### src/rtl/shl_pkg.sv
package shl_pkg;
  typedef struct packed {
    logic capture;
    logic record;
  } shlStrobes_t;
endpackage

### src/rtl/shl_control.sv
module shl_control
  import shl_pkg::*;
(
  input  logic        clk,
  input  logic        rst,
  input  logic        inValid,
  input  logic        recordBit,
  output shlStrobes_t strobes,
  output logic        outValid,
  output logic        condWrite
);
  assign strobes.capture = inValid;
  assign strobes.record  = inValid & recordBit;

  always_ff @(posedge clk) begin
    if (rst) begin
      outValid  <= 1'b0;
      condWrite <= 1'b0;
    end else begin
      outValid  <= inValid;
      condWrite <= inValid & recordBit;
    end
  end

  AST_VALID_FOLLOWS: assert property (@(posedge clk) disable iff (rst) inValid |=> outValid);
  AST_VALID_IDLE: assert property (@(posedge clk) disable iff (rst) !inValid |=> !outValid);
  AST_COND_NEEDS_VALID: assert property (@(posedge clk) disable iff (rst) condWrite |-> outValid);
  AST_NO_RECORD: assert property (@(posedge clk) disable iff (rst) !recordBit |=> !condWrite);
endmodule

### src/rtl/shl_datapath.sv
module shl_datapath
  import shl_pkg::*;
#(
  parameter int DATA_W = 64
) (
  input  logic              clk,
  input  logic              rst,
  input  shlStrobes_t       strobes,
  input  logic [DATA_W-1:0] dataOp,
  input  logic [DATA_W-1:0] amountOp,
  input  logic [DATA_W-1:0] fillOp,
  output logic [DATA_W-1:0] shiftResult,
  output logic [DATA_W-1:0] spillResult,
  output logic              overflowFlag,
  output logic              condOverflow,
  output logic              condZero
);
  localparam int CNT_W = $clog2(DATA_W);

  logic [CNT_W-1:0]    shiftCnt;
  logic [2*DATA_W-1:0] doubled;
  logic [DATA_W-1:0]   rotated;
  logic [DATA_W-1:0]   keepMask;
  logic [DATA_W-1:0]   nextShift;
  logic [DATA_W-1:0]   nextSpill;
  logic                nextOvf;

  always_comb begin
    shiftCnt  = amountOp[CNT_W-1:0];
    doubled   = {dataOp, dataOp} << shiftCnt;
    rotated   = doubled[2*DATA_W-1:DATA_W];
    keepMask  = {DATA_W{1'b1}} << shiftCnt;
    nextShift = (rotated & keepMask) | (fillOp & ~keepMask);
    nextSpill = rotated & ~keepMask;
    nextOvf   = |nextSpill;
  end

  always_ff @(posedge clk) begin
    if (rst) begin
      shiftResult  <= '0;
      spillResult  <= '0;
      overflowFlag <= 1'b0;
      condOverflow <= 1'b0;
      condZero     <= 1'b0;
    end else begin
      if (strobes.capture) begin
        shiftResult  <= nextShift;
        spillResult  <= nextSpill;
        overflowFlag <= nextOvf;
      end
      condOverflow <= strobes.record & nextOvf;
      condZero     <= strobes.record & (nextShift == '0);
    end
  end

  AST_NO_OVERFLOW: assert property (@(posedge clk) disable iff (rst) (spillResult == '0) |-> !overflowFlag);
  AST_OVERFLOW_SET: assert property (@(posedge clk) disable iff (rst) (spillResult != '0) |-> overflowFlag);
  AST_ZERO_COUNT: assert property (@(posedge clk) disable iff (rst)
    (strobes.capture && amountOp[CNT_W-1:0] == '0) |=> (shiftResult == $past(dataOp) && spillResult == '0));
  AST_HOLD: assert property (@(posedge clk) disable iff (rst)
    !strobes.capture |=> ($stable(shiftResult) && $stable(spillResult) && $stable(overflowFlag)));
  AST_COND_OVF: assert property (@(posedge clk) disable iff (rst) condOverflow |-> overflowFlag);
  AST_COND_ZERO: assert property (@(posedge clk) disable iff (rst) condZero |-> (shiftResult == '0));
  AST_RESET_CLEAR: assert property (@(posedge clk)
    rst |=> (shiftResult == '0 && spillResult == '0 && !overflowFlag && !condZero));
endmodule

### src/rtl/dword_shl_unit.sv
module dword_shl_unit
  import shl_pkg::*;
#(
  parameter int DATA_W = 64
) (
  input  logic              clk,
  input  logic              rst,
  input  logic              inValid,
  input  logic [DATA_W-1:0] dataOp,
  input  logic [DATA_W-1:0] amountOp,
  input  logic [DATA_W-1:0] fillOp,
  input  logic              recordBit,
  output logic              outValid,
  output logic [DATA_W-1:0] shiftResult,
  output logic [DATA_W-1:0] spillResult,
  output logic              overflowFlag,
  output logic              condWrite,
  output logic              condOverflow,
  output logic              condZero
);
  shlStrobes_t strobes;

  shl_control ctrl_i (
    .clk       (clk),
    .rst       (rst),
    .inValid   (inValid),
    .recordBit (recordBit),
    .strobes   (strobes),
    .outValid  (outValid),
    .condWrite (condWrite)
  );

  shl_datapath #(.DATA_W(DATA_W)) dp_i (
    .clk          (clk),
    .rst          (rst),
    .strobes      (strobes),
    .dataOp       (dataOp),
    .amountOp     (amountOp),
    .fillOp       (fillOp),
    .shiftResult  (shiftResult),
    .spillResult  (spillResult),
    .overflowFlag (overflowFlag),
    .condOverflow (condOverflow),
    .condZero     (condZero)
  );

  AST_COND_MATCH: assert property (@(posedge clk) disable iff (rst) condWrite |-> (condOverflow == overflowFlag));
  AST_COND_QUIET: assert property (@(posedge clk) disable iff (rst) !condWrite |-> (!condOverflow && !condZero));
endmodule

### config.mk
export PLATFORM = sky130hd
export DESIGN_NAME = dword_shl_unit
export DESIGN_NICKNAME = d
export VERILOG_FILES = /design/src/rtl/shl_pkg.sv /design/src/rtl/shl_control.sv /design/src/rtl/shl_datapath.sv /design/src/rtl/dword_shl_unit.sv
export SDC_FILE = /design/constraint.sdc
export NUM_CORES = 1
export LEC_CHECK = 0
export ABC_AREA = 1
export BUFFER_PORTS_ARGS = -buffer_cell sky130_fd_sc_hd__buf_4
export CAP_MARGIN = 20
export CELL_PAD_IN_SITES_DETAIL_PLACEMENT = 0
export CELL_PAD_IN_SITES_GLOBAL_PLACEMENT = 1
export CORE_MARGIN = 5
export CORE_UTILIZATION = 35
export CTS_CLUSTER_DIAMETER = 120
export DETAILED_ROUTE_END_ITERATION = 10
export MAX_ROUTING_LAYER = met4
export PLACE_DENSITY_LB_ADDON = 0.3
export SYNTH_ARGS = -nofsm -noshare
export SYNTH_HDL_FRONTEND = slang
export SYNTH_SLANG_ARGS = --single-unit
export TNS_END_PERCENT = 20
### constraint.sdc
create_clock -name clk -period 2.65 [get_ports clk]
set_input_delay 0.1325 -clock clk [delete_from_list [all_inputs] [get_ports clk]]
set_output_delay 0.1325 -clock clk [all_outputs]
set_load 0.02 [all_outputs]
==> run_results.csv, run 1 <==
group,metric,value,unit
run_status,status,"completed",
final_layout,layout.nets,2549,
placed_design,hpwl,50610,um
sta,post-route-min-period,2.358,ns
sta,hold_ws,0.03677,ns
global_route,track_usage,34.58,%
hold_path,hp-class,"input port to flop",
detailed_routing,first_pass_iters,6,
detailed_routing,vias,15358,
sta,fin_crit_sh,88.99,%
synthesis,synth_largest_area_cell,"nand3_1",
detailed_routing,drtIter0Drc,2102,
power_and_ir_drop,p_clk_share,30.5,%
global_route,top_usage_layer,"met2",
power_and_ir_drop,switching_share,38.64,%
final_layout,fin_area,15360,um2
sta,worst_pin_slew,0.7938,ns
clock_tree,cts_tree,"done",
final_layout,fillers,3279,
worst_setup_path,critPathCaptureType,"flop",
placed_design,dpl_cell_area,14760,um2
detailed_routing,postRouteAntennaNets,0,
global_route,grtUsageMet3,5.288,%
power_and_ir_drop,p_leak,7.877,nW
clock_tree,clock_latency,0.42,ns
floorplanning,core.rowCount,64,
worst_setup_path,crit_fanout,24,
placed_design,dp_cells,2729,
synthesis,syn_inst,1977,
final_layout,syn_to_final_growth,40.48,%
power_and_ir_drop,p_sw,2.989,mW
floorplanning,core,30750,um2
synthesis,yosysTopAreaCellShare,27.87,%
final_layout,final_cells,2763,
power_and_ir_drop,p_per_area,503.5,nW/um2
floorplanning,io_pins,329,
clock_tree,clk_pin_slew,0.06,ns
detailed_routing,via_per_inst,5.558,
worst_setup_path,cp_data_required_time,2.97,ns
synthesis,avgSynthCellArea,5.531,um2
synthesis,yosys_warnings,0,
global_route,grt_pass1_wl,90340,um
worst_setup_path,start_kind,"input port",
worst_setup_path,crit_arrival,2.68,ns
synthesis,ys_top_cells_by_area,"nand3_1 28%, dfxtp_1 24%, nand2_1 15%",
floorplanning,fp.dieH,186.8,um
sta,hold_viol,0,
detailed_routing,wire_per_inst,22.29,um
sta,max_freq,424.1,MHz
sta,slew_viol_final,0,
synthesis,synth_cell_types,30,
clock_tree,numCtsBuffers,17,
power_and_ir_drop,p_seq_share,28.7,%
global_route,grt_start_max_net_pins,215,
synthesis,synth_area,10940,um2
floorplanning,die-area,34880,um2
detailed_routing,drc,0,
clock_tree,ctsHtreeMaxLevel,4,
detailed_routing,drt_wl_total,61580,um
synthesis,yosys_register_bits,132,
final_layout,register_area,2643,um2
sta,slew_headroom,47.08,%
sta,rsz0062_at_grt,"no",
clock_tree,root_buffer,"clkbuf_16",
global_route,antenna_found_initial,2,
placed_design,io_buffers,268,
final_layout,multi_input_area,7208,um2
global_route,grt_remaining_overflow,0,
job,cap_violations,0,
power_and_ir_drop,vdd_drop_max,0.4178,mV
worst_setup_path,critical_path_class,"input port to flop",
global_route,use_met1,46.44,%
synthesis,syn_nets,2173,
global_route,grt_pass1_vias,14152,
clock_tree,cts_num_sinks,132,
clock_tree,cts_resized,0,
synthesis,yosysSeqAreaShare,24.16,%
floorplanning,die_x,186.8,um
placed_design,gp_congestion,1.136,
sta,finClkSkew,0,ns
clock_tree,clockBufferDepth,2,
final_layout,layout-drive-gt1-share,22.66,%
global_route,met2_usage,54.58,%
power_and_ir_drop,comb_power_share,40.8,%
sta,setup_viol,0,
floorplanning,initial_core_util,35.56,%
power_and_ir_drop,p_int,4.746,mW
## cell families (layout without fill, tap and decap cells)
family	count (synthesis)	after routing	synth area share, %
buffers and inverters	262	650	9.920
multiplexers	1	1	0.09154
AO/OA/AOI/OAI	283	283	13.50
AND/OR/NAND/NOR	1298	1298	52.29
flip-flops	132	132	24.16
other	1	3	0.03429
## synthesized netlist by cell type
library cell,number
a21boi_1,1
a21o_1,1
a21oi_1,94
a31oi_1,5
and2_1,2
and3_1,1
buf_1,30
buf_2,27
buf_4,12
buf_6,3
clkbuf_1,70
conb_1,1
dfxtp_1,132
inv_1,116
inv_2,4
mux2i_1,1
nand2_1,440
nand3_1,609
nand3b_1,11
nand4_1,11
nor2_1,221
nor2_2,1
o211ai_1,14
o21a_1,1
o21ai_0,147
o21ai_1,12
o22ai_1,7
o31ai_1,1
or2_0,1
or2_1,1
## timing repair
| item | CTS | global route |
|---|---|---|
| setup buffers | 0 | 0 |
| endpoints found under the setup margin | 0 | 0 |
| hold endpoints to repair | 1 | 0 |
| hold buffers | 1 | 0 |
## placed cells by master (no fill, tap or decap), types with 2 or more instances in the layout
| master | n |
|---|---|
| nor2_1 | 221 |
| a31oi_1 | 5 |
| and2_1 | 2 |
| clkbuf_8 | 2 |
| inv_1 | 114 |
| buf_4 | 479 |
| nand4_1 | 11 |
| o21ai_1 | 12 |
| clkinvlp_4 | 2 |
| o22ai_1 | 7 |
| o211ai_1 | 14 |
| diode_2 | 2 |
| a21oi_1 | 94 |
| inv_2 | 6 |
| nand2_1 | 440 |
| o21ai_0 | 147 |
| clkbuf_16 | 17 |
| nand3_1 | 609 |
| nand3b_1 | 11 |
| clkinv_4 | 2 |
| dfxtp_1 | 132 |
| inv_6 | 2 |
| bufinv_16 | 2 |
| clkinv_2 | 4 |
| buf_12 | 18 |
## path summary, 6_finish.rpt
check,start,to,slack (ns),depth (start not counted)
min reg2reg,dp_i.shiftResult[8],dp_i.shiftResult[8],0.49,2
min,fillOp[35],dp_i.shiftResult[35],0.04,3
max,amountOp[0],dp_i.overflowFlag,0.29,20
max reg2reg,dp_i.shiftResult[62],dp_i.shiftResult[62],1.91,4
## power by group through the flow
stage                     clock network (mW)  registers, mW  logic, mW
after floorplan                            0           2.43       1.36
after global placement                     0           2.26       3.07
after detailed placement                   0           2.26       3.08
after CTS                               2.39           2.22       3.09
after global routing                    2.47           2.24       3.36
final                                   2.36           2.22       3.15
## per-layer routing
metal / routed length (um) / vias up
met5: 0 / -
met4: 1887 / 0
met3: 5353 / 102
met2: 27790 / 758
met1: 26540 / 7076
li1: - / 7422
## final cells by class
class | instances | area share, %
Multi-Input combinational cell | 1583 | 46.92
Antenna cell | 2 | 0.03258
Inverter | 120 | 2.932
Clock inverter | 12 | 0.8470
Timing Repair Buffer | 499 | 25.89
Sequential cell | 132 | 17.20
Clock buffer | 19 | 2.948
Tap cell | 396 | 3.225
## flip-flops by register name, indices dropped and copies added (netlist names)
name,cells
dp_i.spillResult,63
ctrl_i.outValid,1
dp_i.condZero,1
dp_i.overflowFlag,1
dp_i.shiftResult,64
ctrl_i.condWrite,1
dp_i.condOverflow,1
## metrics by stage
step                power [mW]  setup slack (ns)  setup TNS [ns]  utilization (%)
floorplan                3.791            0.8306               0                -
global placement         5.327          -0.07891        -0.07891            48.01
detailed placement       5.338          -0.07272        -0.07272            48.01
CTS                      7.701            0.3578               0            49.94
global route             8.068            0.1092               0            49.96
finish                   7.735            0.2918               0            49.96
## critical path, stage by stage
cell and delay, ns:
buf_4 0.13, inv_2 0.06, buf_4 0.21, nand2_1 0.11
nand3_1 0.09, nand3_1 0.16, buf_4 0.13, nand3_1 0.06
nand3_1 0.24, nand2_1 0.12, nand2_1 0.15, nand2_1 0.07
nor2_1 0.13, nand2_1 0.10, nor2_1 0.21, nand2_1 0.07
nor2_1 0.23, nand4_1 0.12, nand2_1 0.09, inv_1 0.03
Note: power is estimated with default switching activity, not from simulation.
==> inputs of run 2 (changes only) <==
--- a/config.mk
+++ b/config.mk
@@ -15,7 +15,7 @@
 export CTS_CLUSTER_DIAMETER = 120
 export DETAILED_ROUTE_END_ITERATION = 10
 export MAX_ROUTING_LAYER = met4
-export PLACE_DENSITY_LB_ADDON = 0.3
+export PLACE_DENSITY_LB_ADDON = 0.1
 export SYNTH_ARGS = -nofsm -noshare
 export SYNTH_HDL_FRONTEND = slang
 export SYNTH_SLANG_ARGS = --single-unit
==> constraint.sdc (replaced) <==
create_clock -name clk -period 2.3 [get_ports clk]
set_input_delay 0.115 -clock clk [delete_from_list [all_inputs] [get_ports clk]]
set_output_delay 0.115 -clock clk [all_outputs]
set_load 0.02 [all_outputs]
==> run 2 against run 1 <==
Against the previous run:
- sequential power up 15%
- die area stayed put
- routed wire length is 1.7% higher
- non-clock buffer count increased by 92
- global-route usage rose by 0.89 points
- sequential cell count did not move
- cell count up 3.3%
- total power increased by 17%
- critical endpoint is now dp_i.condZero
- largest power group unchanged
==> run_results.csv, run 2 (same netlist as run 1, synthesis figures left out) <==
group,metric,value,unit
detailed_routing,first_pass_iters,6,
placed_design,gp_congestion,1.063,
detailed_routing,via_per_inst,5.533,
floorplanning,core,30750,um2
global_route,grt_pass1_wl,93000,um
final_layout,reg_top3,"dp_i.shiftResult (64), dp_i.spillResult (63)",
power_and_ir_drop,p_per_area,563.0,nW/um2
floorplanning,io_pins,329,
worst_setup_path,slowest_stage,"a21boi_1",
clock_tree,clk_pin_slew,0.06,ns
final_layout,final_common_cell,"nand3_1",
power_and_ir_drop,comb_power_share,42.5,%
floorplanning,initial_core_util,35.56,%
worst_setup_path,worstRegToRegCells,4,
worst_setup_path,worst-path-buf-inv,5,
worst_setup_path,worstReg2RegEnd,"dp_i.overflowFlag",
final_layout,layout_common_cells,"598 x nand3_1, 568 x buf_4, 439 x nand2_1, 217 x nor2_1, 145 x o21ai_0",
worst_setup_path,path_depth,16,
final_layout,multi_input_area,7293,um2
detailed_routing,wl_met3,5579,um
floorplanning,die_x,186.8,um
final_layout,regMostFlops,"dp_i.shiftResult",
power_and_ir_drop,vdd_drop_max,0.4931,mV
detailed_routing,vias,15790,
detailed_routing,postRouteAntennaNets,0,
final_layout,layout.nets,2641,
sta,finClkSkew,0,ns
clock_tree,clockBufferDepth,2,
detailed_routing,dr.max_layer_used,"met4",
placed_design,hpwl,51540,um
detailed_routing,drt_wl_total,62610,um
detailed_routing,wl_met2,27860,um
sta,slew_viol_final,0,
final_layout,layout-drive-gt1-share,26.28,%
clock_tree,root_buffer,"clkbuf_16",
final_layout,diodes,0,
final_layout,register_area,2643,um2
sta,worst_pin_slew,0.8402,ns
worst_setup_path,critPathLaunch,"amountOp[1]",
worst_setup_path,cp_data_required_time,2.67,ns
power_and_ir_drop,switching_share,40.44,%
detailed_routing,drtIter0Drc,2126,
worst_setup_path,crit_fanout,64,
placed_design,io_buffers,268,
detailed_routing,drc,0,
job,cap_violations,0,
worst_setup_path,slowest_delay,0.26,ns
power_and_ir_drop,power.total,9.079,mW
power_and_ir_drop,p_int,5.407,mW
sta,hold_viol,0,
sta,max_freq,452.6,MHz
detailed_routing,wire_per_inst,21.94,um
hold_path,hp-class,"input port to flop",
sta,post-route-min-period,2.209,ns
detailed_routing,wirelength_met1,26910,um
global_route,track_usage,35.46,%
run_status,status,"completed",
power_and_ir_drop,p_clk_share,29.3,%
worst_setup_path,start_kind,"input port",
clock_tree,numCtsBuffers,17,
global_route,antenna_found_initial,0,
worst_setup_path,critPathCaptureType,"flop",
power_and_ir_drop,p_seq_share,28.1,%
worst_setup_path,crit_top_cell,"nand2_1",
global_route,grt_start_max_net_pins,215,
clock_tree,cts_tree,"done",
sta,slew_headroom,43.98,%
worst_setup_path,timing.rr.start,"dp_i.overflowFlag",
power_and_ir_drop,p_leak,8.318,nW
worst_setup_path,crit_end,"dp_i.condZero",
clock_tree,clock_latency,0.43,ns
floorplanning,fp.dieH,186.8,um
floorplanning,die-area,34880,um2
clock_tree,cts_num_sinks,132,
sta,fin_crit_sh,96.05,%
worst_setup_path,crit_arrival,2.58,ns
sta,setup_viol,0,
final_layout,utilization,52.44,%
worst_setup_path,crit_chain,"buf_4, buf_12, buf_12, nor2_2, nand2_1, nand2_1, inv_1, buf_4, o21ai_0, a21boi_1, nand3_1, nor2_1, nand2_1, nor2_2, nand3_1, nor2_1",
global_route,grt_remaining_overflow,0,
final_layout,fillers,3236,
clock_tree,ctsHtreeMaxLevel,4,
floorplanning,core.rowCount,64,
global_route,grt_pass1_vias,14717,
worst_setup_path,critical_path_class,"input port to flop",
worst_setup_path,cp_top_family,"simple AND/OR/NAND/NOR gates",
final_layout,syn_to_final_growth,47.46,%
worst_setup_path,regToRegSetupSlack,1.35,ns
final_layout,largest_reg_flops,64,
power_and_ir_drop,p_sw,3.672,mW
==> run 2: cell types whose count changed in the layout (fill, tap and decap cells not counted), sizes merged <==
cell         delta
clkinvlp        +3
diode           -2
inv             +7
buf            +91
clkbuf          -2
dlygate4sd3     +1
bufinv          -2
clkinv          -5
==> run 2: layout make-up <==
| cell class | instances | area share (%) |
|---|---|---|
| repair buffers | 591 | 29.01 |
| flip-flops and latches | 132 | 16.39 |
| inverters | 120 | 2.793 |
| clock inverters | 15 | 0.8690 |
| well taps | 396 | 3.073 |
| clock buffers | 17 | 2.638 |
| multi-input cells | 1583 | 45.23 |
==> run 2: metrics by stage <==
step / setup TNS [ns] / setup WS (ns) / cells / area (um2) / hold slack (ns)
3_5_place_dp: -1.087 / -0.3347 / 2819 / 15440 / 0.4008
5_1_grt: -0.004017 / -0.004017 / 2854 / 16130 / 0.04513
2_1_floorplan: 0 / 0.4981 / 1977 / 10940 / 0.2420
3_3_place_gp: -1.180 / -0.4210 / 2819 / 15440 / 0.3919
4_1_cts: 0 / 0.09111 / 2853 / 16030 / 0.01635
6_report: 0 / 0.09074 / 2854 / 16130 / 0.03209
==> run 2: metal layers <==
| layer | track usage (%) | vias up |
|---|---|---|
| li1 | - | 7619 |
| met1 | 47.75 | 7205 |
| met2 | 54.72 | 846 |
| met3 | 5.923 | 120 |
| met4 | 10.95 | 0 |
| met5 | - | - |
==> run 2: power groups by stage <==
stage / logic (mW) / clock network, mW / registers [mW]
global placement: 3.75 / 0 / 2.60
CTS: 3.77 / 2.69 / 2.55
detailed placement: 3.75 / 0 / 2.60
global route: 4.12 / 2.80 / 2.57
finish: 3.86 / 2.66 / 2.56
floorplan: 1.57 / 0 / 2.80
==> run 2: worst min path at each step <==
| stage | slack (ns) | start | end | depth (start not counted) |
|---|---|---|---|---|
| after global placement | 0.39 | inValid | ctrl_i.outValid | 3 |
| after CTS | 0.02 | fillOp[22] | dp_i.shiftResult[22] | 3 |
| after floorplan | 0.24 | recordBit | ctrl_i.condWrite | 2 |
| after global routing | 0.05 | fillOp[22] | dp_i.shiftResult[22] | 3 |
| final | 0.03 | fillOp[22] | dp_i.shiftResult[22] | 3 |
| after detailed placement | 0.40 | inValid | ctrl_i.outValid | 3 |
==> run 2: worst reg2reg max path, cell delays in order (launching register included) <==
cell and delay, ns:
dfxtp_1 0.42, nor2_1 0.06, nor2_1 0.26, nand2_1 0.09
inv_1 0.06
==> run 2: repair_timing <==
item | 4_1_cts | 5_1_grt
resized for setup | 0 | 23
hold buffers | 2 | 0
setup endpoints to repair | 0 | 3
endpoints found under the hold margin | 2 | 0
buffers inserted | 0 | 1
==> inputs of run 3 (changes only) <==
--- a/config.mk
+++ b/config.mk
@@ -8,8 +8,6 @@
 export ABC_AREA = 1
 export BUFFER_PORTS_ARGS = -buffer_cell sky130_fd_sc_hd__buf_4
 export CAP_MARGIN = 20
-export CELL_PAD_IN_SITES_DETAIL_PLACEMENT = 0
-export CELL_PAD_IN_SITES_GLOBAL_PLACEMENT = 1
 export CORE_MARGIN = 5
 export CORE_UTILIZATION = 35
 export CTS_CLUSTER_DIAMETER = 120
==> run 3 against run 2 <==
Against the previous run:
- sequential share of layout area shrank 0.45 points
- critical path depth is the same
- maximum frequency shrank 3.6%
- largest cell class unchanged
- sequential cell count is the same
- die area is the same
- total power grew 2.5%
==> run_results.csv, run 3 (same netlist as run 1, synthesis figures left out) <==
group,metric,value,unit
power_and_ir_drop,p_sw,3.613,mW
final_layout,diodes,0,
worst_setup_path,worst-path-buf-inv,4,
worst_setup_path,cp_top_family,"simple AND/OR/NAND/NOR gates",
clock_tree,numCtsBuffers,17,
detailed_routing,first_pass_iters,6,
floorplanning,die_x,186.8,um
run_status,status,"completed",
placed_design,hpwl,52480,um
global_route,grt_start_max_net_pins,215,
sta,slew_headroom,45.66,%
power_and_ir_drop,p_per_area,561.1,nW/um2
power_and_ir_drop,p_leak,8.552,nW
job,cap_violations,0,
power_and_ir_drop,p_int,5.693,mW
sta,max_freq,436.5,MHz
detailed_routing,wire_per_inst,22.26,um
power_and_ir_drop,power.total,9.306,mW
clock_tree,clock_latency,0.43,ns
floorplanning,fp.dieH,186.8,um
sta,hold_viol,0,
worst_setup_path,start_kind,"input port",
sta,post-route-min-period,2.291,ns
sta,setup_viol,0,
final_layout,fin_area,16590,um2
power_and_ir_drop,p_seq_share,27.5,%
sta,slew_viol_final,0,
global_route,grt_pass1_vias,14828,
sta,fin_crit_sh,99.60,%
clock_tree,root_buffer,"clkbuf_16",
worst_setup_path,crit_top_cell,"nand3_1",
clock_tree,clk_pin_slew,0.06,ns
worst_setup_path,cp_data_required_time,2.67,ns
global_route,grt_remaining_overflow,0,
clock_tree,clockBufferDepth,2,
global_route,antenna_found_initial,0,
power_and_ir_drop,switching_share,38.83,%
worst_setup_path,critical_path_class,"input port to flop",
global_route,grt_pass1_wl,94790,um
detailed_routing,drc,0,
final_layout,syn_to_final_growth,51.67,%
worst_setup_path,crit_chain,"buf_4, buf_4, buf_12, nand3_1, nand3_1, nand3_1, nand3_1, o21ai_1, or2_0, o21ai_1, and2_1, nand3_1, nor2_1, buf_4, nand3_1, nor2_1",
placed_design,gp_congestion,1.102,
final_layout,reg_top3,"dp_i.shiftResult (64), dp_i.spillResult (63)",
power_and_ir_drop,p_clk_share,29.7,%
clock_tree,cts_tree,"done",
sta,finalSetupTns,0,ns
clock_tree,ctsHtreeMaxLevel,4,
clock_tree,cts_num_sinks,132,
worst_setup_path,crit_fanout,22,
detailed_routing,drt_wl_total,64260,um
final_layout,layout_common_cells,"593 x nand3_1, 592 x buf_4, 427 x nand2_1, 217 x nor2_1, 144 x o21ai_0",
final_layout,regMostFlops,"dp_i.shiftResult",
detailed_routing,drtIter0Drc,1901,
sta,worst_pin_slew,0.8151,ns
final_layout,final_cells,2887,
final_layout,largest_reg_flops,64,
power_and_ir_drop,comb_power_share,42.9,%
detailed_routing,vias,15973,
power_and_ir_drop,vdd_drop_max,0.5226,mV
detailed_routing,via_per_inst,5.533,
floorplanning,io_pins,329,
floorplanning,core,30750,um2
floorplanning,die-area,34880,um2
placed_design,dp_cells,2851,
hold_path,hp-class,"input port to flop",
floorplanning,core.rowCount,64,
final_layout,final_common_cell,"nand3_1",
worst_setup_path,crit_arrival,2.66,ns
sta,finClkSkew,0,ns
final_layout,utilization,53.94,%
floorplanning,initial_core_util,35.56,%
final_layout,layout.nets,2674,
final_layout,fillers,3167,
placed_design,dpl_cell_area,15790,um2
detailed_routing,postRouteAntennaNets,0,
worst_setup_path,slowest_stage,"o21ai_1",
worst_setup_path,slowest_delay,0.25,ns
final_layout,layout-drive-gt1-share,28.10,%
placed_design,io_buffers,268,
global_route,track_usage,36.21,%
worst_setup_path,critPathCaptureType,"flop",
## run 3: cell type report
cell class / count / area, um2 / area share, %
tap: 396 / 495.5 / 2.987
timing repair buffer: 624 / 5042 / 30.40
multi-input combinational: 1583 / 7366 / 44.41
sequential: 132 / 2643 / 15.93
clock buffer: 19 / 442.9 / 2.670
clock inverter: 13 / 146.4 / 0.8826
inverter: 120 / 450.4 / 2.716
## run 3: worst register-to-register path, cell delays in order, from the launching register on
cell     delay (ns)
dfxtp_1        0.33
nor2_1         0.05
nor2_1         0.15
o21ai_0        0.13
inv_1          0.09
## run 3: per-layer routing
layer / track usage, % / part of all wire (%) / vias up
met4: 12.40 / 3.7 / 0
li1: - / - / 7688
met1: 47.98 / 43 / 7340
met3: 6.203 / 8.3 / 128
met2: 56.11 / 45 / 817
met5: - / 0 / -
## run 3: power by group through the flow
stage | logic [mW] | clock network [mW] | registers [mW]
4_1_cts | 3.87 | 2.79 | 2.56
3_5_place_dp | 3.85 | 0 | 2.60
2_1_floorplan | 1.57 | 0 | 2.80
5_1_grt | 4.25 | 2.92 | 2.57
6_report | 3.99 | 2.76 | 2.56
3_3_place_gp | 3.84 | 0 | 2.60
## run 3: what timing repair did
item                                    4_1_cts  5_1_grt
pin swaps                                     0        9
hold endpoints to repair                      2        0
cloned                                        0        0
endpoints found under the setup margin        1        3
setup buffers                                 0        3
resized for setup                             1       46
hold buffers                                  2        0
## run 3: worst paths after layout
check                        from              endpoint  slack [ns]  depth (start not counted)
max reg2reg  dp_i.shiftResult[20]  dp_i.shiftResult[20]        1.50                          4
min reg2reg   dp_i.shiftResult[7]   dp_i.shiftResult[7]        0.49                          2
min                    fillOp[35]  dp_i.shiftResult[35]        0.03                          3
max                   amountOp[1]         dp_i.condZero       0.009                         16
## run 3: stage by stage
step / hold slack (ns) / worst slack, ns
2_1_floorplan: 0.2420 / 0.4981
3_3_place_gp: 0.3905 / -0.4292
3_5_place_dp: 0.3978 / -0.4771
4_1_cts: 0.006851 / 0.01771
5_1_grt: 0.03757 / -0.01685
6_report: 0.03103 / 0.009260
